===== src/rtl/cfgport_pkg.sv =====
package cfgport_pkg;

  // Data-port writes are dropped at these indices.
  function automatic logic idx_is_ro(input logic [7:0] i);
    return (i <= 8'hDF) ||
           (i == 8'hE4) || (i == 8'hE5) ||
           (i >= 8'hE9 && i <= 8'hED) ||
           (i == 8'hF3) || (i == 8'hF5) || (i == 8'hF7) ||
           (i >= 8'hF9 && i <= 8'hFB) ||
           (i >= 8'hFD);
  endfunction

  // Writable but without an assigned function.
  function automatic logic idx_is_unimpl(input logic [7:0] i);
    return !idx_is_ro(i) && !(i >= 8'hE0 && i <= 8'hE8);
  endfunction

  function automatic logic [7:0] idx_reset_val(input logic [7:0] i);
    case (i)
      8'hE0:   return 8'h3C;
      8'hE2:   return 8'h03;
      8'hE3:   return 8'hFC;
      8'hE6:   return 8'hDE;
      8'hE7:   return 8'hFE;
      8'hE8:   return 8'hBE;
      default: return 8'h00;
    endcase
  endfunction

endpackage


===== src/rtl/cfgport_enable.sv =====
module cfgport_enable #(
  parameter int DW     = 8,
  parameter int EN_BIT = 1
) (
  input  logic          clk,
  input  logic          rst,
  input  logic          ctl_we,
  input  logic [DW-1:0] ctl_byte,
  output logic          en_q
);
  always_ff @(posedge clk) begin
    if (rst)         en_q <= 1'b0;
    else if (ctl_we) en_q <= ctl_byte[EN_BIT];
  end
endmodule


===== src/rtl/cfgport_decode.sv =====
module cfgport_decode #(
  parameter int IDX_W = 8
) (
  input  logic             en,
  input  logic             acc_valid,
  input  logic             acc_wr,
  input  logic             acc_addr,
  input  logic [IDX_W-1:0] idx,
  output logic             ptr_we,
  output logic             dat_we,
  output logic             unimpl_hit
);
  import cfgport_pkg::*;
  logic wr_ok;
  always_comb begin
    wr_ok      = en && acc_valid && acc_wr;
    ptr_we     = wr_ok && !acc_addr;
    dat_we     = wr_ok && acc_addr && !idx_is_ro(idx);
    unimpl_hit = wr_ok && acc_addr && idx_is_unimpl(idx);
  end
endmodule


===== src/rtl/cfgport_window.sv =====
module cfgport_window #(
  parameter int          IDX_W    = 8,
  parameter int          DW       = 8,
  parameter int          WIN_LOG2 = 5,
  parameter logic [7:0]  WIN_BASE = 8'hE0
) (
  input  logic             clk,
  input  logic             rst,
  input  logic             we,
  input  logic [IDX_W-1:0] waddr,
  input  logic [DW-1:0]    wdata,
  input  logic [IDX_W-1:0] raddr,
  output logic [DW-1:0]    rdata
);
  import cfgport_pkg::*;
  localparam int WIN_N = 1 << WIN_LOG2;

  logic [DW-1:0]    slot [WIN_N];
  logic [IDX_W-1:0] woff, roff;
  logic             w_in, r_in;

  assign woff = waddr - IDX_W'(WIN_BASE);
  assign roff = raddr - IDX_W'(WIN_BASE);
  assign w_in = (waddr >= IDX_W'(WIN_BASE)) && (woff < IDX_W'(WIN_N));
  assign r_in = (raddr >= IDX_W'(WIN_BASE)) && (roff < IDX_W'(WIN_N));

  for (genvar g = 0; g < WIN_N; g++) begin : g_slot
    localparam logic [7:0] GIDX = 8'(WIN_BASE + g);
    if (idx_is_ro(GIDX)) begin : g_const
      assign slot[g] = DW'(idx_reset_val(GIDX));
    end else begin : g_reg
      logic [DW-1:0] q;
      always_ff @(posedge clk) begin
        if (rst) q <= DW'(idx_reset_val(GIDX));
        else if (we && w_in && woff[WIN_LOG2-1:0] == WIN_LOG2'(g)) q <= wdata;
      end
      assign slot[g] = q;
    end
  end

  assign rdata = r_in ? slot[roff[WIN_LOG2-1:0]] : '0;
endmodule


===== src/rtl/cfgport_top.sv =====
module cfgport_top #(
  parameter int         DW       = 8,
  parameter int         IDX_W    = 8,
  parameter int         EN_BIT   = 1,
  parameter int         WIN_LOG2 = 5,
  parameter logic [7:0] WIN_BASE = 8'hE0
) (
  input  logic          clk,
  input  logic          rst,
  input  logic          ctl_we,
  input  logic [7:0]    ctl_byte,
  input  logic          acc_valid,
  input  logic          acc_wr,
  input  logic          acc_addr,
  input  logic [7:0]    acc_wdata,
  output logic          rd_valid,
  output logic [7:0]    rd_data,
  output logic          unimpl_pulse
);
  localparam logic [DW-1:0] IDLE_RD = '1;

  logic             port_en;
  logic [IDX_W-1:0] idx_q;
  logic             ptr_we, dat_we, unimpl_hit;
  logic [DW-1:0]    win_rdata;
  logic [DW-1:0]    rd_next;

  cfgport_enable #(.DW(DW), .EN_BIT(EN_BIT)) u_en (
    .clk(clk), .rst(rst), .ctl_we(ctl_we), .ctl_byte(ctl_byte), .en_q(port_en));

  cfgport_decode #(.IDX_W(IDX_W)) u_dec (
    .en(port_en), .acc_valid(acc_valid), .acc_wr(acc_wr), .acc_addr(acc_addr),
    .idx(idx_q), .ptr_we(ptr_we), .dat_we(dat_we), .unimpl_hit(unimpl_hit));

  cfgport_window #(.IDX_W(IDX_W), .DW(DW), .WIN_LOG2(WIN_LOG2),
                   .WIN_BASE(WIN_BASE)) u_win (
    .clk(clk), .rst(rst), .we(dat_we), .waddr(idx_q), .wdata(acc_wdata),
    .raddr(idx_q), .rdata(win_rdata));

  always_comb begin
    if (!port_en)          rd_next = IDLE_RD;
    else if (!acc_addr)    rd_next = DW'(idx_q);
    else if (idx_q == '0)  rd_next = '0;
    else                   rd_next = win_rdata;
  end

  always_ff @(posedge clk) begin
    if (rst) begin
      idx_q        <= '0;
      rd_valid     <= 1'b0;
      rd_data      <= '0;
      unimpl_pulse <= 1'b0;
    end else begin
      rd_valid     <= acc_valid && !acc_wr;
      unimpl_pulse <= unimpl_hit;
      if (acc_valid && !acc_wr) rd_data <= rd_next;
      if (ptr_we) idx_q <= IDX_W'(acc_wdata);
    end
  end
endmodule


===== config.mk =====
export PLATFORM = sky130hd
export DESIGN_NAME = cfgport_top
export DESIGN_NICKNAME = d
export VERILOG_FILES = /design/src/rtl/cfgport_pkg.sv /design/src/rtl/cfgport_enable.sv /design/src/rtl/cfgport_decode.sv /design/src/rtl/cfgport_window.sv /design/src/rtl/cfgport_top.sv
export SDC_FILE = /design/constraint.sdc
export NUM_CORES = 1
export LEC_CHECK = 0
export BUFFER_PORTS_ARGS = -buffer_cell sky130_fd_sc_hd__buf_2
export CAP_MARGIN = 20
export CORE_MARGIN = 1.5
export CORE_UTILIZATION = 55
export CTS_CLUSTER_DIAMETER = 150
export CTS_CLUSTER_SIZE = 14
export DETAILED_ROUTE_END_ITERATION = 10
export GPL_TIMING_DRIVEN = 1
export PLACE_DENSITY = 0.72
export SETUP_SLACK_MARGIN = 0.4
export SLEW_MARGIN = 20
export SYNTH_ARGS = -nofsm -noshare
export SYNTH_HDL_FRONTEND = slang
export SYNTH_HIERARCHICAL = 1
export SYNTH_SLANG_ARGS = --single-unit

===== constraint.sdc =====
create_clock -name clk -period 3.17 [get_ports clk]
set_input_delay 0.634 -clock clk [delete_from_list [all_inputs] [get_ports clk]]
set_output_delay 0.634 -clock clk [all_outputs]
set_load 0.02 [all_outputs]

==> results of run 1 <==
==> per-stage QoR <==
step	total power, W	instances	hold WS [ps]
6_report	0.00406	928	466
3_3_place_gp	0.00207	896	455
5_1_grt	0.00418	928	492
3_5_place_dp	0.00208	896	464
4_1_cts	0.00408	928	463
2_1_floorplan	0.00202	732	445
==> registers in the layout, summed over array words and instances, names as in the netlist <==
| name | flops |
|---|---|
| idx_q | 8 |
| rd_data | 8 |
| rd_valid | 1 |
| unimpl_pulse | 1 |
| u_win/g_slot.g_reg.q | 128 |
| u_en/en_q | 1 |
==> cells by family (layout without fill, tap and decap cells) <==
| family | Yosys count | count (layout) | synth area share [%] |
|---|---|---|---|
| buffers and inverters | 63 | 87 | 3.94 |
| and+or+nand+nor | 234 | 234 | 18.9 |
| adders and majority gates | 2 | 2 | 0.349 |
| AOI/OAI and AO/OA | 109 | 109 | 10.3 |
| DFF | 147 | 147 | 41.0 |
| muxes | 177 | 177 | 25.4 |
==> how the worst max path moves through the flow <==
stage,start,end,depth (start not counted)
final,idx_q[1],u_win/g_slot[6].g_reg.q[3],8
after CTS,idx_q[6],u_win/g_slot[24].g_reg.q[0],8
after global placement,acc_wr,u_win/g_slot[14].g_reg.q[0],8
after detailed placement,acc_wr,u_win/g_slot[14].g_reg.q[0],8
after floorplan,acc_valid,u_win/g_slot[6].g_reg.q[0],8
after global routing,idx_q[2],u_win/g_slot[7].g_reg.q[6],10
==> area by class of cell <==
cell class / instances / area share [%]
clock buffers: 19 / 5.37
clock inverters: 13 / 1.97
inverters: 6 / 0.279
multi-input cells: 522 / 49.3
flip-flops and latches: 147 / 36.6
well taps: 172 / 2.67
repair buffers: 49 / 3.85
==> Yosys cell counts, types with 4 or more instances <==
library cell / n / area share [%]
nand3_1: 21 / 1.5
nand2b_1: 101 / 8.8
and3_1: 4 / 0.35
nand2_1: 6 / 0.31
buf_1: 5 / 0.26
a2bb2oi_1: 5 / 0.61
dfxtp_1: 147 / 41
clkbuf_1: 36 / 1.9
a21oi_1: 24 / 1.7
o32ai_1: 7 / 0.86
mux2i_1: 162 / 23
o211ai_1: 8 / 0.84
mux2_2: 12 / 1.9
and2_1: 6 / 0.52
nor2b_1: 6 / 0.52
o21ai_1: 8 / 0.56
a211o_1: 5 / 0.61
buf_2: 10 / 0.70
a221oi_1: 10 / 1.2
nor2_1: 61 / 3.2
o21ai_0: 24 / 1.7
inv_1: 5 / 0.26
o2bb2ai_1: 6 / 0.73
==> layer usage <==
layer / track usage, % / up-vias
li1: - / 2637
met1: 38.2 / 2779
met2: 44.8 / 270
met3: 5.15 / 37
met4: 11.7 / 0
met5: 0 / -
==> power by group through the flow <==
stage,clock network (W),registers (W),logic [W]
2_1_floorplan,0,0.00191,0.000106
3_3_place_gp,0,0.00191,0.000170
3_5_place_dp,0,0.00191,0.000173
4_1_cts,0.00204,0.00187,0.000174
5_1_grt,0.00213,0.00187,0.000187
6_report,0.00202,0.00187,0.000176
==> what timing repair did <==
item / CTS / global route
setup endpoints to repair: 0 / 42
endpoints found under the hold margin: 0 / 0
hold buffers: 0 / 0
gates resized for setup: 0 / 7
buffers inserted: 0 / 0
==> worst min-delay path: stages <==
cell and delay [ps]:
buf_2 80, mux2i_1 60, nor2_1 80
==> impl_metrics.py, run 1 <==
metrics = {
    "status": {
        "outcome": "finished, final reports clean",
    },
    "final_layout": {
        "postLayoutCoreUtil_pct": 63.6,
        "antennaDiodeCount": 0,
        "multi_input_area_sq_mm": 0.00397,
        "synthToLayoutAreaGrowth_pct": 12.4,
        "fin_nets": 767,
        "final_common_cell": "mux2i_1",
        "final_cell_mix": "mux2i_1 (162), dfxtp_1 (144), nand2b_1 (101)",
        "seq_area_sq_mm": 0.00295,
        "fillers": 1040,
        "final_area_sq_mm": 0.00806,
        "drive_gt1_share_pct": 15.3,
    },
    "cts": {
        "worstSkewPairLatency_ps": 410,
        "tritoncts": "built",
        "htree_num_levels": 4,
        "clock-root-buffer": "clkbuf_16",
        "clkSinkCount": 147,
        "clk_transition_reported_paths_ps": 60,
        "cts_buffers": 17,
        "clock_path_buffers": 2,
    },
    "worst_setup_path": {
        "worst_ep_required_time_ps": 3510,
        "cp_common_cell": "buf_4",
        "cpPeakStageDelay_ps": 680,
        "critPathLaunchType": "register",
        "path_buf_inv": 2,
        "rrSetupSlack_ps": 440,
        "worstPathArrival_ps": 3070,
        "path_delay_family": "simple AND/OR/NAND/NOR gates",
        "path_class": "register to register",
        "critPathCaptureType": "register",
        "cp_max_fo": 19,
        "r2r_end": "u_win/g_slot[6].g_reg.q[3]",
        "critical_path.cell_chain": "o21ai_0, nor3_1, and4b_1, nand3_1, buf_4, nor3_4, buf_4, mux2i_1",
        "r2r-start": "idx_q[1]",
        "slowest_stage": "dfxtp_2",
        "ff2ff_path_depth": 8,
    },
    "place": {
        "place_congestion": 0.931,
        "portBuffers": 24,
        "dpl_worst_slack_ps": 193,
        "placed_cell_area_sq_mm": 0.00744,
        "place_hpwl_um": 12800,
    },
    "global_route": {
        "grt_antenna_before_repair": 0,
        "overflow": 0,
        "grt_pass1_vias": 5357,
        "grt_pass1_wl_um": 29000,
        "grt_use_total_pct": 28.3,
        "grt_max_degree": 57,
    },
    "die": {
        "fp.dieW_um": 117,
        "row_count": 41,
        "dieHeight_um": 117,
        "die_area_sq_mm": 0.0137,
        "core-area_sq_mm": 0.0127,
        "num_io_pins": 32,
        "start_util_pct": 56.6,
    },
    "timing": {
        "worstMarginPinSlew_ps": 902,
        "hold_violations": 0,
        "skew_ps": 5.14,
        "finalSetupViolCount": 0,
        "final.setup.tns_ps": 0,
        "finalCritPeriodShare_pct": 86.2,
        "min_period_ps": 2730,
        "setup_ws_ps": 437,
        "slew-limit-headroom_pct": 39.7,
        "rsz0062_at_grt": "false",
        "max_freq_ghz": 0.366,
        "drv_slew": 0,
    },
    "min_path": {
        "hp-start": "ctl_byte[1]",
        "hp-class": "input pin to register",
        "min_path_cells": 3,
        "holdPathEnd": "u_en/en_q",
    },
    "power_and_ir_drop": {
        "p_switching_w": 0.000906,
        "pwr_density_cell_mw_per_mm2": 504,
        "ir_drop_mv": 0.355,
        "power_frac_comb_pct": 4.3,
        "swShare_pct": 22.3,
        "internal_power_w": 0.00315,
        "p_seq_share_pct": 46.0,
        "pwr-share-clk_pct": 49.7,
        "p_leak_nw": 3.42,
    },
    "logic_synthesis": {
        "synth_cells": 732,
        "ys_seq_area_share_pct": 41.0,
        "yosysWarnings": 6,
        "async_flop_share_pct": 0,
        "avgSynthCellArea_sq_um": 9.80,
        "synth_ff_type": "dfxtp_1",
        "ys_types": 53,
        "ys_ff_latch": 147,
        "synth_edf_count": 0,
        "synth_nets": 756,
        "synth.cell_area_sq_mm": 0.00717,
    },
    "flow_run": {
        "max_cap_viol_count": 0,
    },
    "detailed_routing": {
        "met3_length_um": 1430,
        "wl_met1_um": 8350,
        "avgRoutedWirePerCell_um": 20.2,
        "top_layer": "met4",
        "via_count": 5723,
        "dr.pass1.iters": 6,
        "drc": 0,
        "wl_met2_um": 8460,
        "finalWirelength_um": 18800,
        "antenna_left": 0,
        "avgViaCountPerCell": 6.17,
        "drtIter0Drc": 606,
    },
}
Power figures use the tool's default switching activity.
==> inputs of run 2 (changes only) <==
--- a/config.mk
+++ b/config.mk
@@ -12,8 +12,8 @@
 export CTS_CLUSTER_DIAMETER = 150
 export CTS_CLUSTER_SIZE = 14
 export DETAILED_ROUTE_END_ITERATION = 10
-export GPL_TIMING_DRIVEN = 1
-export PLACE_DENSITY = 0.72
+export GPL_TIMING_DRIVEN = 0
+export PLACE_DENSITY = 0.79
 export SETUP_SLACK_MARGIN = 0.4
 export SLEW_MARGIN = 20
 export SYNTH_ARGS = -nofsm -noshare
==> run 2 against run 1 <==
Cell area increased by 2.3%. Critical path depth rose by 1. Register-to-register slack improved by 80 ps. Maximum frequency up 3.0%. Non-clock buffer count rose by 37. Sequential power about the same. Highest routed layer unchanged. Routed wire length increased by 16%. Largest cell class unchanged.
==> impl_metrics.py, run 2 (synthesis results as in run 1) <==
metrics = {
    "final_layout": {
        "reg_top3": "u_win/g_slot.g_reg.q x128, idx_q x8, rd_data x8",
        "seq_area_sq_mm": 0.00296,
        "antennaDiodeCount": 0,
        "fin_nets": 804,
        "fillers": 1027,
        "drive_gt1_share_pct": 15.6,
        "largest_reg_flops": 128,
        "final_cell_mix": "mux2i_1 (162), dfxtp_1 (141), nand2b_1 (101)",
        "multi_input_area_sq_mm": 0.00401,
        "largest-register": "u_win/g_slot.g_reg.q",
        "final_area_sq_mm": 0.00824,
        "final_common_cell": "mux2i_1",
        "synthToLayoutAreaGrowth_pct": 14.9,
    },
    "global_route": {
        "grt_pass1_wl_um": 32400,
        "grt_max_degree": 19,
        "grt_pass1_vias": 5603,
        "grt_antenna_before_repair": 0,
        "overflow": 0,
        "use_met1_pct": 42.7,
        "grtUsageMet2_pct": 51.2,
        "top_usage_layer": "met2",
        "grt_use_met3_pct": 7.31,
        "grt_use_total_pct": 32.7,
    },
    "cts": {
        "clk_transition_reported_paths_ps": 60,
        "worstSkewPairLatency_ps": 420,
        "cts_buffers": 17,
        "clock-root-buffer": "clkbuf_16",
        "tritoncts": "built",
        "clock_path_buffers": 2,
        "htree_num_levels": 4,
        "clkSinkCount": 147,
    },
    "timing": {
        "hold_violations": 0,
        "max_freq_ghz": 0.377,
        "slew-limit-headroom_pct": 48.7,
        "min_period_ps": 2650,
        "finalCritPeriodShare_pct": 83.7,
        "finalSetupViolCount": 0,
        "drv_slew": 0,
        "rsz0062_at_grt": "false",
        "hold_ws_ps": 428,
        "worstMarginPinSlew_ps": 770,
        "skew_ps": 8.16,
        "setup_ws_ps": 517,
    },
    "worst_setup_path": {
        "worstPathArrival_ps": 2970,
        "worst_ep_required_time_ps": 3490,
        "path_class": "register to register",
        "critPathCaptureType": "register",
        "cp_max_fo": 12,
        "critPathLaunchType": "register",
    },
    "detailed_routing": {
        "drtIter0Drc": 627,
        "finalWirelength_um": 21800,
        "avgRoutedWirePerCell_um": 22.5,
        "drc": 0,
        "dr.pass1.iters": 7,
        "antenna_left": 0,
        "avgViaCountPerCell": 6.15,
        "via_count": 5937,
    },
    "place": {
        "dpl_worst_slack_ps": -108,
        "place_hpwl_um": 15100,
        "placed_cell_area_sq_mm": 0.00751,
        "portBuffers": 24,
        "place_congestion": 0.966,
    },
    "power_and_ir_drop": {
        "pwr_density_cell_mw_per_mm2": 491,
        "finalPower_w": 0.00405,
        "p_leak_nw": 3.46,
        "ir_drop_mv": 0.377,
    },
    "flow_run": {
        "max_cap_viol_count": 0,
    },
    "die": {
        "num_io_pins": 32,
        "start_util_pct": 56.6,
        "fp.dieW_um": 117,
        "core-area_sq_mm": 0.0127,
        "die_area_sq_mm": 0.0137,
        "row_count": 41,
        "dieHeight_um": 117,
    },
    "status": {
        "outcome": "finished, final reports clean",
    },
    "min_path": {
        "hp-class": "input pin to register",
    },
}
## run 2: cell types whose count changed in the layout (fill, tap and decap cells not counted), moves of 3 or more
| cell | delta |
|---|---|
| nand3_4 | +3 |
| buf_1 | +5 |
| buf_6 | +3 |
| buf_2 | +11 |
| nand3_1 | -4 |
| buf_4 | -20 |
| dfxtp_1 | -3 |
| clkbuf_1 | +31 |
| clkbuf_2 | +3 |
## run 2: final cells by class
class / instances / area share, %
Multi-Input combinational cell: 522 / 48.7
Clock buffer: 20 / 5.54
Sequential cell: 147 / 35.9
Tap cell: 172 / 2.61
Clock inverter: 12 / 1.59
Inverter: 6 / 0.273
Buffer: 57 / 3.25
Timing Repair Buffer: 29 / 2.22
## run 2: per-layer routing
layer / wire (um) / share of wire (%)
met1: 9320 / 43
met2: 9830 / 45
met3: 1680 / 7.7
met4: 930 / 4.3
met5: 0 / 0
## run 2: final timing paths
| path | cells past startpoint | slack (ps) | start | endpoint |
|---|---|---|---|---|
| max | 9 | 520 | idx_q[2] | rd_data[6] |
| min | 2 | 430 | rst | u_en/en_q |
| max reg2reg | 9 | 520 | idx_q[2] | rd_data[6] |
| min reg2reg | 2 | 470 | u_win/g_slot[6].g_reg.q[0] | u_win/g_slot[6].g_reg.q[0] |
## run 2: metrics by stage
step	utilization (%)	instances	setup TNS (ps)
6_report	65.0	965	0
5_1_grt	65.0	965	0
3_5_place_dp	59.2	928	-924
3_3_place_gp	59.2	928	-96.3
2_1_floorplan	-	732	0
4_1_cts	64.7	965	0
## run 2: power breakdown
part           switching, W  internal, W
clock              0.000783      0.00120
sequential        0.0000103      0.00186
combinational      0.000135    0.0000662
## run 2: repair_timing
| action | CTS | global route |
|---|---|---|
| buffers inserted | 5 | 0 |
| gates resized for setup | 14 | 12 |
| hold buffers | 0 | 0 |
| endpoints found under the setup margin | 124 | 94 |
| cloned | 0 | 0 |
| pin swaps | 5 | 2 |
## run 2: critical path, stage by stage (launching register included)
cell and delay, ps:
dfxtp_4 470, buf_2 300, buf_4 290, buf_4 270, nand2_1 170, nor2_1 160, a2111oi_0 90, nor4_1 500
o21ai_1 140, o32ai_1 160
